[config.mk]
export PLATFORM = sky130hd
export DESIGN_NAME = tx_ingress_fsm
export DESIGN_NICKNAME = d
export VERILOG_FILES = /design/src/rtl/tx_ingress_pkg.sv /design/src/rtl/tx_ingress_fsm.sv
export SDC_FILE = /design/constraint.sdc
export NUM_CORES = 1
export LEC_CHECK = 0
export ABC_AREA = 1
export BUFFER_PORTS_ARGS = -buffer_cell sky130_fd_sc_hd__buf_2
export CAP_MARGIN = 5
export CORE_UTILIZATION = 45
export DETAILED_ROUTE_END_ITERATION = 12
export GPL_TIMING_DRIVEN = 0
export HOLD_SLACK_MARGIN = 0.08
export PLACE_DENSITY = 0.71
export SKIP_LAST_GASP = 1
export SLEW_MARGIN = 15
export SYNTH_ARGS = -nofsm -noshare
export SYNTH_HDL_FRONTEND = slang
export SYNTH_SLANG_ARGS = --single-unit
[constraint.sdc]
create_clock -name clk -period 4.4 [get_ports clk]
set_clock_uncertainty 0.2 [all_clocks]
set_input_delay 0.88 -clock clk [delete_from_list [all_inputs] [get_ports clk]]
set_output_delay 0.88 -clock clk [all_outputs]
set_load 0.01 [all_outputs]
[src/rtl/tx_ingress_pkg.sv]
package tx_ingress_pkg;
    typedef enum logic [1:0] {
        ST_IDLE = 2'd0,
        ST_PKT  = 2'd1,
        ST_SKIP = 2'd2
    } trk_state_t;

    localparam int ERR_W      = 7;
    localparam int STAT_W     = 40;
    localparam int EB_SINGLE  = 0;
    localparam int EB_SHORT   = 1;
    localparam int EB_NOSOP   = 2;
    localparam int EB_USER    = 3;
    localparam int EB_RESTART = 4;
endpackage

[src/rtl/tx_ingress_fsm.sv]
module tx_ingress_fsm
    import tx_ingress_pkg::*;
#(
    parameter int BEAT_BYTES = 16,
    parameter int EMPTY_W    = 4,
    parameter int CNT_W      = 16,
    parameter int MIN_BYTES  = 9
) (
    input  logic               clk,
    input  logic               rst_n,
    input  logic               acc,
    input  logic               sop,
    input  logic               eop,
    input  logic [EMPTY_W-1:0] empty,
    input  logic               uerr,
    output logic               fwd,
    output logic               fire,
    output logic               abort,
    output logic [CNT_W-1:0]   cnt_out,
    output logic [ERR_W-1:0]   err_out,
    output logic               was_open,
    output logic               corrupt
);
    localparam logic [CNT_W-1:0] BB = CNT_W'(BEAT_BYTES);

    trk_state_t state, state_nx;
    logic [CNT_W-1:0] cnt, cnt_nx;
    logic [CNT_W-1:0] last_len;
    logic [CNT_W-1:0] single_len;

    assign last_len   = BB - CNT_W'(empty);
    assign single_len = BB - CNT_W'(empty);

    always_ff @(posedge clk or negedge rst_n) begin
        if (!rst_n) begin
            state <= ST_IDLE;
            cnt   <= '0;
        end else begin
            state <= state_nx;
            cnt   <= cnt_nx;
        end
    end

    always_comb begin
        state_nx = state;
        cnt_nx   = cnt;
        fwd      = 1'b0;
        fire     = 1'b0;
        abort    = 1'b0;
        cnt_out  = '0;
        err_out  = '0;
        was_open = 1'b0;
        corrupt  = 1'b0;
        if (acc) begin
            fire = eop || (sop && state != ST_IDLE);
            if (sop && eop) begin
                err_out[EB_SINGLE] = 1'b1;
                err_out[EB_SHORT]  = (single_len < CNT_W'(MIN_BYTES));
                cnt_out            = single_len;
            end
            unique case (state)
                ST_IDLE: begin
                    if (sop && !eop) begin
                        state_nx = ST_PKT;
                        cnt_nx   = BB;
                        fwd      = 1'b1;
                    end else if (!sop && eop) begin
                        err_out[EB_NOSOP] = 1'b1;
                    end else if (!sop && !eop) begin
                        state_nx = ST_SKIP;
                    end
                end
                ST_PKT: begin
                    was_open = 1'b1;
                    if (sop) begin
                        abort               = 1'b1;
                        corrupt             = 1'b1;
                        err_out[EB_RESTART] = 1'b1;
                        cnt_out             = cnt;
                        fwd                 = !eop;
                        state_nx            = eop ? ST_IDLE : ST_PKT;
                        cnt_nx              = BB;
                    end else if (eop) begin
                        fwd              = 1'b1;
                        cnt_out          = cnt + last_len;
                        err_out[EB_USER] = uerr;
                        corrupt          = uerr;
                        state_nx         = ST_IDLE;
                    end else begin
                        fwd    = 1'b1;
                        cnt_nx = cnt + BB;
                    end
                end
                ST_SKIP: begin
                    if (sop || eop) begin
                        err_out[EB_NOSOP] = 1'b1;
                        if (sop && !eop) begin
                            cnt_out = '0;
                        end
                    end
                    if (sop && !eop) begin
                        state_nx = ST_PKT;
                        cnt_nx   = BB;
                        fwd      = 1'b1;
                    end else if (eop) begin
                        state_nx = ST_IDLE;
                    end
                end
                default: state_nx = ST_IDLE;
            endcase
        end
    end
endmodule

==> impl_metrics.json <==
{
  "status": "finished, final reports clean",
  "cts_num_sinks": 14,
  "nFillCells": 341,
  "dp_slack_ns": 0.757,
  "irDropWorstVdd_v": 0.000265,
  "synth_simple_gate_area_frac": 0.412,
  "synth_edf_count": 0,
  "slew_viol_final": 0,
  "hold_path_class": "in -> async",
  "layout-drive-gt1-share": 0.241,
  "ioPinCount": 38,
  "grt_pass1_wl_um": 6070,
  "path_clk_slew_ns": 0.08,
  "reg2reg_from": "state[0]",
  "reg2regPathDepth": 7,
  "ctsHoldBuffers": 0,
  "dp_hpwl_um": 2880,
  "via_per_inst": 4.86,
  "gp_routability_congestion": 0.893,
  "yosysSeqAreaShare": 0.233,
  "core-area_um2": 3100,
  "critPathLaunchType": "input pin",
  "start_util": 0.485,
  "internal-power_uw": 319,
  "antenna_found_initial": 0,
  "critPathKind": "in -> out",
  "synth_top_cells_by_count": "nand2_1, inv_1, nor2_1",
  "yosys_warnings": 0,
  "p_clk_frac": 0.155,
  "synthTopCellsByArea": "dfrtp_1, nand2_1, inv_1",
  "syn_area_per_cell_um2": 6.21,
  "switchingPower_uw": 288,
  "grtUsageTotal": 0.223,
  "timing.rr.end": "cnt[11]",
  "swShare": 0.474,
  "drc_errors": 0,
  "cts_max_path_buffers": 2,
  "routedWlPerCell_um": 11.0,
  "syn-cell-area_um2": 1500,
  "required_ns": 3.32,
  "vias": 1584,
  "drv_cap": 0,
  "fp-row-count": 20,
  "fin_setup_tns_ns": 0,
  "drtIter0Drc": 125,
  "n_antenna_cell": 0,
  "post-route-min-period_ns": 3.65,
  "routed_wl_um": 3590,
  "firstDrtPassIters": 4,
  "endpoint_kind": "primary output",
  "die_w_um": 59.8,
  "final-hold-violation-count": 0,
  "synth_compound_area_frac": 0.134,
  "fmax_mhz": 274,
  "postRouteAntennaNets": 0,
  "cts_setup_buffers": 0,
  "synth_most_common_cell": "nand2_1",
  "grt-ovfl-total": 0,
  "synth_top_family_by_area": "simple AND/OR/NAND/NOR gates",
  "synth-xor-area-share": 0.0233,
  "ys_types": 30,
  "syn_inst": 242,
  "muxShareOfSynthArea": 0,
  "yosysTopAreaCell": "dfrtp_1",
  "postCtsResizedCells": 0,
  "yosysTopAreaCellShare": 0.233,
  "rsz0062_at_grt": "false",
  "synthFlopType": "dfrtp_1",
  "synthArstFlopShare": 1.00,
  "setup-violations-final": 0,
  "finalCritPeriodShare": 0.829,
  "comb_power_share": 0.553,
  "clock-root-buffer": "clkbuf_4",
  "die_y_um": 59.8,
  "ctsHtreeMaxLevel": 1,
  "io_buffer_count": 35,
  "final_net_count": 300,
  "synthAdderAreaFrac": 0.0582,
  "reg2reg_slack_ns": 2.34,
  "area_delta_synth_final_pct": 18.0,
  "cts_tree": "yes",
  "insertion_delay_ns": 0.29,
  "p_seq_frac": 0.291,
  "grt_pass1_vias": 1413,
  "worstPathArrival_ns": 2.57,
  "cts_buffers": 3,
  "ys_ff_latch": 14,
  "timing.final.ws_setup_ns": 0.750,
  "grt_max_degree": 15,
  "critPathMaxFanout": 5,
  "dieArea_um2": 3580,
  "p_leak_uw": 0.000974,
  "final_util": 0.572,
  "cellPowerDensity_nw_per_um2": 342
}
==> cells in the final DEF (no fill, tap or decap), types with 2 or more instances in the layout <==
cell type	count
o21ai_0	11
o22ai_1	2
nor2_4	5
dfrtp_1	14
inv_1	38
clkbuf_4	3
a211oi_1	3
nand3_1	19
xor2_1	4
nand2_1	56
and3_1	2
ha_1	7
nor2_1	38
a21oi_1	8
conb_1	2
nor3_1	2
nor2_2	5
nand2_2	3
inv_2	4
buf_2	35
a22oi_1	2
buf_4	5
a21oi_2	4
==> layer usage <==
metal  routed length (um)  up-vias  global-route usage
met5                    0        -                   0
met4                   67        0               0.103
met3                  189        7              0.0238
met2                 1540       49               0.346
met1                 1790      697               0.309
li1                     -      831                   -
==> area by class of cell <==
| type | count | area (um2) | share of cell area |
|---|---|---|---|
| Inverter | 42 | 158 | 0.0889 |
| Multi-Input combinational cell | 181 | 951 | 0.536 |
| Tap cell | 44 | 55.1 | 0.0310 |
| Sequential cell | 14 | 350 | 0.197 |
| Clock buffer | 4 | 36.3 | 0.0205 |
| Buffer | 6 | 48.8 | 0.0275 |
| Timing Repair Buffer | 35 | 175 | 0.0987 |
==> power groups by stage <==
stage	Clock [uW]	Combinational, uW	Sequential [uW]
4_1_cts	96.7	336	176
5_1_grt	105	376	181
2_1_floorplan	0	254	171
6_report	94.3	336	177
3_5_place_dp	0	333	179
3_3_place_gp	0	328	178
==> cells by family after synthesis <==
kind of cell,count (synthesis)
AOI/OAI and AO/OA,33
adders and majority gates,7
and+or+nand+nor,135
buffers and inverters,48
xor gates and xnor gates,4
other,1
DFF,14
==> worst max-delay path, stage by stage <==
cell     delay, ns
buf_2         0.10
inv_1         0.08
ha_1          0.16
nand2_1       0.08
nor2_1        0.17
ha_1          0.21
inv_1         0.06
nor2_2        0.15
nand2_1       0.12
nor2_4        0.13
nand2_1       0.08
inv_1         0.07
nand2_1       0.05
nand2_1       0.06
nor2_1        0.03
buf_2         0.13
==> state kept, by name, indices dropped and copies added, names as in the netlist <==
name,cells
cnt,12
state,2
==> stage by stage <==
step | power, uW | cell area, um2 | cells | hold WS, ns
after floorplan | 425 | 1510 | 243 | 0.306
after global placement | 507 | 1740 | 322 | 0.327
after detailed placement | 512 | 1740 | 322 | 0.337
after CTS | 609 | 1770 | 326 | 0.287
after global routing | 662 | 1770 | 326 | 0.283
final | 607 | 1770 | 326 | 0.275
==> worst max path at each step <==
stage	endpoint	slack [ns]	cells after the start	from
6_report	cnt_out[12]	0.75	16	empty[0]
5_1_grt	cnt_out[12]	0.50	16	empty[0]
4_1_cts	cnt_out[12]	0.75	16	empty[0]
3_5_place_dp	cnt_out[12]	0.76	16	empty[0]
3_3_place_gp	cnt_out[12]	0.79	16	empty[0]
2_1_floorplan	cnt_out[15]	1.14	13	empty[0]
(Power assumes the default switching activity.)
